===== config.mk =====
export PLATFORM = sky130hd
export DESIGN_NAME = bus_strobe_gen
export DESIGN_NICKNAME = d
export VERILOG_FILES = /design/src/rtl/sbg_pkg.sv /design/src/rtl/sbg_clkdiv.sv /design/src/rtl/sbg_mode_latch.sv /design/src/rtl/sbg_strobe_decode.sv /design/src/rtl/bus_strobe_gen.sv
export SDC_FILE = /design/constraint.sdc
export NUM_CORES = 1
export LEC_CHECK = 0
export ABC_AREA = 1
export BUFFER_PORTS_ARGS = -buffer_cell sky130_fd_sc_hd__buf_4
export CAP_MARGIN = 20
export CORE_MARGIN = 5
export CORE_UTILIZATION = 40
export CTS_CLUSTER_SIZE = 28
export DETAILED_ROUTE_END_ITERATION = 8
export MAX_ROUTING_LAYER = met4
export SLEW_MARGIN = 5
export SYNTH_ARGS = -nofsm -noshare
export SYNTH_HDL_FRONTEND = slang
export SYNTH_SLANG_ARGS = --single-unit

===== constraint.sdc =====
create_clock -name clk -period 1.6 [get_ports clk]
set_clock_uncertainty 0.2 [all_clocks]
set_input_delay 0.08 -clock clk [delete_from_list [all_inputs] [get_ports clk]]
set_output_delay 0.08 -clock clk [all_outputs]
set_load 0.005 [all_outputs]

===== src/rtl/sbg_pkg.sv =====
package sbg_pkg;

    // The internal state clock is the oscillator divided by two.
    localparam int OSC_PER_STATE = 2;

    // Flags captured once per machine cycle.
    typedef struct packed {
        logic code_ext;
        logic xdata;
        logic movc;
        logic emu;
        logic ale_dis;
        logic idle;
        logic pdown;
    } mc_ctrl_t;

    // Pin behaviour selected for the current oscillator period.
    typedef enum logic [1:0] {
        PIN_RUN,
        PIN_IDLE,
        PIN_PDOWN,
        PIN_RESET
    } pin_mode_e;

    typedef struct packed {
        logic ale;
        logic ale_weak;
        logic psen_n;
    } strobe_t;

    // Any of these conditions suspends the software latch disable.
    function automatic logic disable_overridden(mc_ctrl_t m);
        return m.code_ext | m.xdata | m.movc | m.emu;
    endfunction

endpackage


===== src/rtl/sbg_clkdiv.sv =====
module sbg_clkdiv
    import sbg_pkg::*;
#(
    parameter int STATES_PER_MC = 6,
    parameter int IDX_W         = 4
) (
    input  logic             clk,
    input  logic             rst,
    output logic [IDX_W-1:0] osc_idx,
    output logic             mc_last
);
    localparam int STATE_W    = $clog2(STATES_PER_MC);
    localparam int LAST_STATE = STATES_PER_MC - 1;

    logic               phase_q;
    logic [STATE_W-1:0] state_q;

    always_ff @(posedge clk) begin
        if (rst) begin
            phase_q <= 1'b0;
            state_q <= '0;
        end else begin
            phase_q <= ~phase_q;
            if (phase_q) begin
                if (state_q == STATE_W'(LAST_STATE))
                    state_q <= '0;
                else
                    state_q <= state_q + 1'b1;
            end
        end
    end

    // Index within the machine cycle: state * 2 + phase.
    assign osc_idx = IDX_W'({state_q, phase_q});
    assign mc_last = phase_q && (state_q == STATE_W'(LAST_STATE));

endmodule


===== src/rtl/sbg_mode_latch.sv =====
module sbg_mode_latch
    import sbg_pkg::*;
(
    input  logic     clk,
    input  logic     rst,
    input  logic     mc_last,
    input  mc_ctrl_t mc_d,
    output mc_ctrl_t mc_q
);
    always_ff @(posedge clk) begin
        if (rst)
            mc_q <= '0;
        else if (mc_last)
            mc_q <= mc_d;
    end

endmodule


===== src/rtl/sbg_strobe_decode.sv =====
module sbg_strobe_decode
    import sbg_pkg::*;
#(
    parameter int OSC_PER_HALF = 6,
    parameter int IDX_W        = 4
) (
    input  logic             rst,
    input  logic [IDX_W-1:0] osc_idx,
    input  mc_ctrl_t         mc,
    output strobe_t          pins
);
    pin_mode_e        mode;
    logic             first_half;
    logic [IDX_W-1:0] pos;
    logic             ale_win;
    logic             psen_win;
    logic             dis_eff;

    always_comb begin
        if (rst)
            mode = PIN_RESET;
        else if (mc.pdown)
            mode = PIN_PDOWN;
        else if (mc.idle)
            mode = PIN_IDLE;
        else
            mode = PIN_RUN;
    end

    always_comb begin
        first_half = osc_idx < IDX_W'(OSC_PER_HALF);
        pos        = first_half ? osc_idx : osc_idx - IDX_W'(OSC_PER_HALF);
        ale_win    = pos < IDX_W'(OSC_PER_STATE);
        psen_win   = pos > IDX_W'(OSC_PER_STATE);
        dis_eff    = mc.ale_dis && !disable_overridden(mc);
    end

    always_comb begin
        pins = '{ale: 1'b0, ale_weak: 1'b0, psen_n: 1'b1};
        unique case (mode)
            PIN_RESET: pins = '{ale: 1'b0, ale_weak: 1'b0, psen_n: 1'b1};
            PIN_PDOWN: pins = '{ale: 1'b0, ale_weak: 1'b0, psen_n: 1'b0};
            PIN_IDLE:  pins = '{ale: 1'b1, ale_weak: 1'b0, psen_n: 1'b1};
            PIN_RUN: begin
                if (dis_eff) begin
                    pins.ale      = 1'b1;
                    pins.ale_weak = 1'b1;
                end else begin
                    pins.ale = ale_win && !(mc.xdata && first_half);
                end
                pins.psen_n = !(mc.code_ext && !mc.xdata && psen_win);
            end
            default: pins = '{ale: 1'b0, ale_weak: 1'b0, psen_n: 1'b1};
        endcase
    end

endmodule


===== src/rtl/bus_strobe_gen.sv =====
module bus_strobe_gen
    import sbg_pkg::*;
#(
    parameter int STATES_PER_MC = 6
) (
    input  logic clk,
    input  logic rst,
    input  logic code_ext_i,
    input  logic xdata_i,
    input  logic movc_i,
    input  logic idle_i,
    input  logic pdown_i,
    input  logic emu_i,
    input  logic ale_dis_i,
    output logic ale_o,
    output logic ale_weak_o,
    output logic psen_n_o
);
    localparam int OSC_PER_MC   = STATES_PER_MC * OSC_PER_STATE;
    localparam int OSC_PER_HALF = OSC_PER_MC / 2;
    localparam int IDX_W        = $clog2(OSC_PER_MC);

    logic [IDX_W-1:0] osc_idx;
    logic             mc_last;
    mc_ctrl_t         mc_d;
    mc_ctrl_t         mc_q;
    strobe_t          pins;

    assign mc_d = '{code_ext: code_ext_i, xdata: xdata_i, movc: movc_i,
                    emu: emu_i, ale_dis: ale_dis_i, idle: idle_i,
                    pdown: pdown_i};

    sbg_clkdiv #(
        .STATES_PER_MC(STATES_PER_MC),
        .IDX_W        (IDX_W)
    ) u_div (
        .clk    (clk),
        .rst    (rst),
        .osc_idx(osc_idx),
        .mc_last(mc_last)
    );

    sbg_mode_latch u_latch (
        .clk    (clk),
        .rst    (rst),
        .mc_last(mc_last),
        .mc_d   (mc_d),
        .mc_q   (mc_q)
    );

    sbg_strobe_decode #(
        .OSC_PER_HALF(OSC_PER_HALF),
        .IDX_W       (IDX_W)
    ) u_dec (
        .rst    (rst),
        .osc_idx(osc_idx),
        .mc     (mc_q),
        .pins   (pins)
    );

    assign ale_o      = pins.ale;
    assign ale_weak_o = pins.ale_weak;
    assign psen_n_o   = pins.psen_n;

endmodule


Word-level counts from Yosys, hierarchy flattened
Index checks and enable logic that the tools add are counted.
{"block": "word_totals", "reg_bits": 11, "latch_bits": 0, "mem_bits_rw": 0, "romBits": 0, "output_inout_bits": 3, "elab_cells": 41, "mem_count": 0}
{"block": "op_classes", "add_sub_neg": 2, "n_mul": 0, "n_div": 0, "magnitude_cmp": 3, "n_eq_ne": 4, "n_shift": 0, "mux": 8, "bitwise": 4, "reduce_logical": 11}
{"cell": "3-bit case mux with 4 select lines", "n": 1}
{"cell": "1-bit logical AND", "n": 6}
{"cell": "2-bit == test (second input constant)", "n": 2}
{"cell": "4-bit by 2-bit greater-than comparator with 1-bit output (second input constant)", "n": 1}
{"cell": "1-bit logical NOT", "n": 4}
{"cell": "4-bit by 2-bit < comparator with 1-bit output (second input constant)", "n": 1}
{"cell": "4-bit by 3-bit < comparator with 1-bit output (second input constant)", "n": 1}
{"cell": "2-bit two-way mux", "n": 2}
{"cell": "4-bit two-way mux", "n": 1}
{"cell": "4-bit by 3-bit subtractor with 4-bit output (second input constant)", "n": 1}
{"cell": "3-bit by 1-bit adder with 3-bit output (second input constant)", "n": 1}
{"cell": "3-bit == test (second input constant)", "n": 1}
{"cell": "1-bit two-way mux", "n": 3}
{"cell": "3-bit two-way mux", "n": 1}
{"cell": "1-bit OR", "n": 3}
{"cell": "2-bit by 1-bit == test with 1-bit output (second input constant)", "n": 1}
{"cell": "2-bit logical NOT", "n": 1}
{"cell": "1-bit NOT", "n": 1}

Logic depth before layout (Yosys ltp)
Gate-level depths: netlist of run 1.
{"block": "logic_depth", "depth_word": 7, "mapped_depth": 6, "ltp_nobuf": 6}

By module
From an unflattened synthesis of run 1, not the netlist that was laid out.
{"block": "hier_totals", "hier_cells": 102, "area_unflattened_um2": 593.1}
{"module": "sbg_mode_latch", "instances": 1, "cells_per_inst": 44, "area_per_inst_um2": 286.5, "seq_area_each_um2": 140.1}
{"module": "sbg_clkdiv", "instances": 1, "cells_per_inst": 23, "area_per_inst_um2": 162.7, "seq_area_each_um2": 80.1}
{"module": "sbg_strobe_decode", "instances": 1, "cells_per_inst": 35, "area_per_inst_um2": 143.9, "seq_area_each_um2": 0.0}

Worst setup path after synthesis of run 1
No wires, ideal clock.
{"block": "synth_path", "path_type": "reg2reg", "start": "register u_div.state_q[0]", "end": "register u_latch.mc_q[0] (netlist name)", "arrival_time_ns": 0.851, "slack_ns": 0.433, "path_stages_with_launch": 6, "path_buffers": 0, "period_less_slack_ns": 1.167, "path_cell_list": "dfxtp_1 nand2_2 nor2_4 nand2_4 o21ai_0 nor2_1"}
{"block": "synth_via", "elab_chain_len": 2}
{"element": "start, declared", "line": "sbg_clkdiv.sv:16", "rtl": "logic [STATE_W-1:0] state_q;"}
{"element": "start signal, assigned", "line": "sbg_clkdiv.sv:28", "rtl": "state_q <= state_q + 1'b1;"}
{"element": "3-bit == test", "line": "sbg_clkdiv.sv:35", "rtl": "assign mc_last = phase_q && (state_q == STATE_W'(LAST_STATE));"}
{"element": "1-bit logical AND", "line": "sbg_clkdiv.sv:35"}
Every way passes these cells.
A chain may end at the register's enable or synchronous reset.

Worst setup path after layout of run 1
{"block": "layout_path", "start": "input rst", "end": "output ale_o"}
{"block": "layout_via", "elab_chain_len": 3, "elab_cells_between_ends": 6, "classes_between": "eq/ne: 3; mux: 2; reduce/logical: 1"}
{"element": "start, declared", "line": "bus_strobe_gen.sv:7", "rtl": "input logic rst,"}
{"element": "2-bit two-way mux (*)", "line": "sbg_strobe_decode.sv:20", "rtl": "if (rst)"}
{"element": "2-bit by 1-bit == test with 1-bit output, or another cell as far along", "line": "sbg_strobe_decode.sv:40", "rtl": "unique case (mode)"}
{"element": "3-bit case mux with 4 select lines (*)", "line": "sbg_strobe_decode.sv:40"}
{"element": "end, declared", "line": "bus_strobe_gen.sv:15", "rtl": "output logic ale_o,"}
Mark *: on every way between the ends. The rest lies on a longest branch, timed or not.

==> results of run 1 <==
-- timing repair --
item	CTS	global route
endpoints found under the hold margin	9	0
endpoints found under the setup margin	1	2
hold buffers	8	0
pin swaps	0	1
gates resized for setup	1	7
-- metal layers --
layer	GRT usage	vias up	routed length, um
met5	-	-	0
met4	0.08523	0	14
met3	0.04688	2	51
met2	0.2088	9	564
met1	0.1721	240	570
li1	-	296	-
-- sequential cells by signal, summed over array words and instances (netlist names) --
name and count:
u_div.state_q 3, u_div.phase_q 1, u_latch.mc_q 7
-- worst paths after layout --
path / from / endpoint / slack, ps
hold reg to reg: u_latch.mc_q[2]$_SDFFE_PP0P_ / u_latch.mc_q[2]$_SDFFE_PP0P_ / 300
hold / removal: u_latch.mc_q[2]$_SDFFE_PP0P_ / u_latch.mc_q[2]$_SDFFE_PP0P_ / 300
setup reg to reg: u_div.phase_q$_SDFF_PP0_ / u_latch.mc_q[4]$_SDFFE_PP0P_ / 320
setup / recovery: rst / ale_o / 100
-- metrics by stage --
| step | power [mW] | hold slack [ps] |
|---|---|---|
| floorplan | 0.3267 | -53.31 |
| global placement | 0.3531 | 87.67 |
| detailed placement | 0.3531 | 88.42 |
| CTS | 0.5625 | 305.5 |
| global route | 0.5941 | 340.8 |
| finish | 0.5601 | 298.2 |
-- layout by cell type, fill, tap and decap left out --
cell,instances
sky130_fd_sc_hd__nor2_4,1
sky130_fd_sc_hd__clkbuf_1,1
sky130_fd_sc_hd__a21boi_0,1
sky130_fd_sc_hd__dfxtp_4,2
sky130_fd_sc_hd__nand3_1,5
sky130_fd_sc_hd__o21ai_0,9
sky130_fd_sc_hd__clkinv_4,1
sky130_fd_sc_hd__nor3_1,1
sky130_fd_sc_hd__inv_1,9
sky130_fd_sc_hd__inv_2,2
sky130_fd_sc_hd__a31oi_1,1
sky130_fd_sc_hd__clkbuf_4,3
sky130_fd_sc_hd__buf_4,11
sky130_fd_sc_hd__nand2_1,7
sky130_fd_sc_hd__nand2_4,1
sky130_fd_sc_hd__a21oi_2,1
sky130_fd_sc_hd__dfxtp_1,9
sky130_fd_sc_hd__nand2_2,2
sky130_fd_sc_hd__nor2_1,25
sky130_fd_sc_hd__dlygate4sd3_1,8
sky130_fd_sc_hd__nand3_2,1
sky130_fd_sc_hd__a211oi_1,1
-- final cells by class --
class / instances / share of cell area
Clock buffer: 4 / 0.03477
Inverter: 12 / 0.06623
Multi-Input combinational cell: 56 / 0.3576
Sequential cell: 11 / 0.3013
Tap cell: 15 / 0.02483
Timing Repair Buffer: 19 / 0.2152
-- critical path: stages --
cell and delay (ps):
sky130_fd_sc_hd__dlygate4sd3_1 530, sky130_fd_sc_hd__buf_4 160, sky130_fd_sc_hd__a21oi_2 120, sky130_fd_sc_hd__nand2_1 60, sky130_fd_sc_hd__nor2_1 100, sky130_fd_sc_hd__nor2_1 50, sky130_fd_sc_hd__buf_4 120
-- where the power goes --
group	internal [mW]	switching, mW
Combinational	0.0427	0.0330
Sequential	0.280	0.0109
Clock	0.0964	0.0969
-- synthesized netlist by cell type (all sizes together) --
| library cell | count | area (sq um) |
|---|---|---|
| clkinv | 1 | 8.760 |
| nor3 | 1 | 5.000 |
| nor2 | 26 | 105.1 |
| dfxtp | 11 | 220.2 |
| a21oi | 1 | 5.000 |
| inv | 11 | 41.29 |
| a21boi | 1 | 7.510 |
| nand2 | 10 | 47.55 |
| a31oi | 1 | 6.260 |
| nand3 | 6 | 30.03 |
| o21ai | 9 | 45.04 |
| a211oi | 1 | 7.510 |
-- cell families after synthesis --
kind of cell,share of synthesized area
and+or+nand+nor,0.3546
AOI/OAI and AO/OA,0.1348
buffers and inverters,0.09457
DFF,0.4161
==> flow_summary.json, run 1 <==
{
  "worstMarginPinSlew_ps": 233.2,
  "setup_violations": 0,
  "clock-root-buffer": "sky130_fd_sc_hd__clkbuf_4",
  "max-cap-violations": 0,
  "cell_pwr_density_mw_per_mm2": 741.1,
  "grt_overflow": 0,
  "first_global_vias": 504,
  "synthDistinctLibCells": 16,
  "cts_setup_buffers": 0,
  "worstSkewPairLatency_ps": 260,
  "slew-limit-headroom": 0.8443,
  "critical_path_arrival_ps": 1220,
  "timing_worst_setup_path_type": "in2out",
  "rr_worst_depth": 5,
  "htreeDepth": 1,
  "drive_above_1_share": 0.2451,
  "clkTransAtPathRegs_ps": 70,
  "postSynthAreaPerCell_sq_um": 6.699,
  "grt_setup_unrepaired": "false",
  "row_count": 13,
  "dpl-instance-area_sq_um": 630.6,
  "syn_inst": 79,
  "min-delay-path-class": "reg2reg",
  "final_period_minus_worst_setup_slack_ps": 1505,
  "post-place-ws_ps": 290.1,
  "worstPathMaxFanout": 5,
  "multi_input_area_sq_um": 270.3,
  "outcome": "finished clean",
  "synth_sequential_area_ratio": 0.4161,
  "ir_drop_mv": 0.4567,
  "number_of_antenna_violations_at_the_first_check_in_global_routing": 0,
  "area_taken_by_flip_flops_and_latches_sq_um": 227.7,
  "cts_buffers": 3,
  "ctsLongestPathBuffers": 2,
  "mappedNetlistArea_sq_um": 529.3,
  "period_share": 0.9406,
  "worstSetupStartpointType": "primary input",
  "ios": 12,
  "ys_seq_elements": 11,
  "timing.critical_path.required_ps": 1320,
  "final_instance_count_without_filler_cells": 117,
  "grt_pass1_wl_mm": 2.070,
  "detail_route.iter0.violations": 10,
  "drt_first_pass_iters": 4,
  "synth.net_count": 88,
  "detail_route.vias_per_cell": 4.675,
  "tritoncts_clock_tree": "done",
  "route.final.wire_length_mm": 1.200,
  "antenna_violating_nets_post_route": 0,
  "die_width_um": 46.38,
  "maxClockFrequency_mhz": 664.5,
  "gp_routability_congestion": 0.7981,
  "insertedDiodeCount": 0,
  "wire_per_inst_um": 10.26,
  "route.vias.total": 547,
  "grt_start_max_net_pins": 10,
  "start_util": 0.4172,
  "io_buffers": 11,
  "yosysWarnings": 0,
  "placed_cells": 105,
  "area_delta_synth_final_pct": 42.79,
  "post-route-worst-setup-slack_ps": 95.09,
  "die-area_sq_mm": 0.002151,
  "crit_path_end_kind": "output port",
  "die_h_um": 46.38,
  "fin_nets": 112,
  "total_negative_setup_slack_ps": 0,
  "drt_drc": 0,
  "power.leakage_nw": 0.3319,
  "grt_usage": 0.1444,
  "worstHoldPathCells": 2,
  "utilization": 0.5957,
  "design_area_sq_um": 755.7,
  "report.final.slew_viol_count": 0,
  "layout.filler_cells": 129,
  "clkSinkCount": 11,
  "design.core.area_sq_mm": 0.001269,
  "hpwl_um": 846,
  "final_hold_viol_count": 0
}
Note: power is estimated with default switching activity, not from simulation.
==> run 2, diff against run 1 <==
--- a/config.mk
+++ b/config.mk
@@ -6,7 +6,7 @@
 export NUM_CORES = 1
 export LEC_CHECK = 0
 export ABC_AREA = 1
-export BUFFER_PORTS_ARGS = -buffer_cell sky130_fd_sc_hd__buf_4
+export BUFFER_PORTS_ARGS = -buffer_cell sky130_fd_sc_hd__buf_2
 export CAP_MARGIN = 20
 export CORE_MARGIN = 5
 export CORE_UTILIZATION = 40
==> constraint.sdc (replaced) <==
create_clock -name clk -period 1.6 [get_ports clk]
set_clock_uncertainty 0.2 [all_clocks]
set_input_delay 0.24 -clock clk [delete_from_list [all_inputs] [get_ports clk]]
set_output_delay 0.24 -clock clk [all_outputs]
set_load 0.005 [all_outputs]
==> run 2 against run 1 <==
Against the previous run:
- die area did not move
- critical path type is now reg2out
- cell count fell by 1.7%
- critical endpoint unchanged
- sequential power barely moved
- first-iteration DRC count did not move
- largest cell class unchanged
- core utilization fell by 3.6 points
- total power fell by 0.62%
- combinational power fell by 3.0%
- sequential share of layout area rose by 2.3 points
- maximum frequency fell by 4.6%
- critical path depth did not move
==> flow_summary.json, run 2 (same netlist as run 1, synthesis figures left out) <==
{
  "clkSinkCount": 11,
  "worstSetupStartpointType": "flop",
  "cell_pwr_density_mw_per_mm2": 784.6,
  "period_share": 0.9860,
  "die_width_um": 46.38,
  "worstMarginPinSlew_ps": 233.9,
  "htreeDepth": 1,
  "area_delta_synth_final_pct": 34.04,
  "clkTransAtPathRegs_ps": 70,
  "drt_first_pass_iters": 4,
  "regMostFlops": "u_latch.mc_q",
  "gp_routability_congestion": 0.8181,
  "insertedDiodeCount": 0,
  "timing_worst_setup_path_type": "reg2out",
  "tritoncts_clock_tree": "done",
  "antenna_violating_nets_post_route": 0,
  "grt_overflow": 0,
  "worstSkewPairLatency_ps": 260,
  "layout.filler_cells": 130,
  "reg2reg_from": "u_div.state_q[1]$_SDFFE_PP0P_",
  "worstReg2RegEnd": "u_latch.mc_q[0]$_SDFFE_PP0P_",
  "min-delay-path-class": "in2reg",
  "most_common_cell_after_layout_fill_and_taps_aside": "sky130_fd_sc_hd__nor2_1",
  "number_of_antenna_violations_at_the_first_check_in_global_routing": 0,
  "total_negative_setup_slack_ps": 0,
  "final_period_minus_worst_setup_slack_ps": 1578,
  "slew-limit-headroom": 0.8439,
  "setup_violations": 0,
  "grt_usage": 0.1486,
  "ios": 12,
  "cts_buffers": 3,
  "final_instance_count_without_filler_cells": 115,
  "worstHoldPathCells": 3,
  "wire_per_inst_um": 10.84,
  "clock-root-buffer": "sky130_fd_sc_hd__clkbuf_4",
  "worstPathMaxFanout": 5,
  "power.leakage_nw": 0.3248,
  "start_util": 0.4172,
  "largest_reg_flops": 7,
  "timing.critical_path.required_ps": 1160,
  "drt_drc": 0,
  "registers_with_the_most_flip_flops": "u_latch.mc_q (7), u_div.state_q (3), u_div.phase_q (1)",
  "route.vias.total": 546,
  "fin_nets": 110,
  "drive_above_1_share": 0.3700,
  "io_buffers": 11,
  "die_h_um": 46.38,
  "final_hold_viol_count": 0,
  "final_cell_mix": "sky130_fd_sc_hd__nor2_1, sky130_fd_sc_hd__buf_2, sky130_fd_sc_hd__o21ai_0",
  "grt_setup_unrepaired": "true",
  "max-cap-violations": 0,
  "hold_end": "u_latch.mc_q[0]$_SDFFE_PP0P_",
  "critical_path_arrival_ps": 1140,
  "hpwl_um": 814.1,
  "detail_route.iter0.violations": 10,
  "die-area_sq_mm": 0.002151,
  "ctsLongestPathBuffers": 2,
  "maxClockFrequency_mhz": 633.8,
  "crit_path_end_kind": "output port",
  "row_count": 13,
  "ir_drop_mv": 0.4898,
  "setup.reg_to_reg.worst_slack_ps": 380,
  "design.core.area_sq_mm": 0.001269,
  "route.final.wire_length_mm": 1.247,
  "grt_pass1_wl_mm": 2.125,
  "first_global_vias": 480,
  "finalHoldWorstSlack_ps": 14.85,
  "detail_route.vias_per_cell": 4.748,
  "rr_worst_depth": 6,
  "grt_start_max_net_pins": 10,
  "report.final.slew_viol_count": 0,
  "placed_cells": 105,
  "utilization": 0.5592,
  "hold_path.startpoint": "pdown_i",
  "outcome": "finished clean",
  "timing.critical_path.from": "u_div.state_q[1]$_SDFFE_PP0P_"
}
run 2: changes by cell type in the layout (fill, tap and decap cells not counted), sizes merged:
cell         delta
dlygate4sd3     -7
buf             +5
run 2: critical path: stages, from the launching register on:
cell	delay (ps)
sky130_fd_sc_hd__dfxtp_4	380
sky130_fd_sc_hd__inv_2	40
sky130_fd_sc_hd__nand2_1	60
sky130_fd_sc_hd__nand3_2	90
sky130_fd_sc_hd__nor2_2	80
sky130_fd_sc_hd__nor2_1	40
sky130_fd_sc_hd__nor2_1	60
sky130_fd_sc_hd__buf_2	110
run 2: worst max-delay path by stage:
stage | endpoint | slack, ps
detailed placement | ale_o | 130
global route | ale_o | -110
CTS | ale_o | -9
floorplan | ale_o | 320
global placement | ale_o | 140
finish | ale_o | 20
run 2: routing by layer:
layer  GRT usage  part of all wire  routed length [um]
met5           -                 0                   0
met4      0.1023             0.037                  46
met3     0.03906             0.046                  57
met2      0.2033              0.44                 549
met1      0.1865              0.47                 592
run 2: power breakdown:
part | switching, mW | total [mW] | internal, mW
combinational | 0.0364 | 0.0734 | 0.0369
sequential | 0.0128 | 0.294 | 0.281
clock | 0.0932 | 0.190 | 0.0965
run 2: final cells by class:
type                       count  area, sq um  share of cell area
clock buffer                   4        26.28             0.03704
inverter                      12        50.05             0.07055
sequential                    11        230.2              0.3245
timing repair buffer          17        102.6              0.1446
multi-input combinational     56        281.5              0.3968
tap                           15        18.77             0.02646
run 2: what timing repair did:
item                                    4_1_cts  5_1_grt
pin swaps                                     2        1
gates resized for setup                       9        7
hold endpoints to repair                      1        0
hold buffers                                  1        0
setup buffers                                 3        2
gates cloned                                  0        0
endpoints found under the setup margin        2        3
run 2: through the flow:
stage / total power, mW / worst slack (ps) / instance area [sq um]
2_1_floorplan: 0.3267 / 323.9 / 529.3
3_3_place_gp: 0.3461 / 143.1 / 603.1
3_5_place_dp: 0.3461 / 134.0 / 603.1
4_1_cts: 0.5525 / -9.037 / 679.4
5_1_grt: 0.5906 / -106.9 / 709.4
6_report: 0.5566 / 22.32 / 709.4
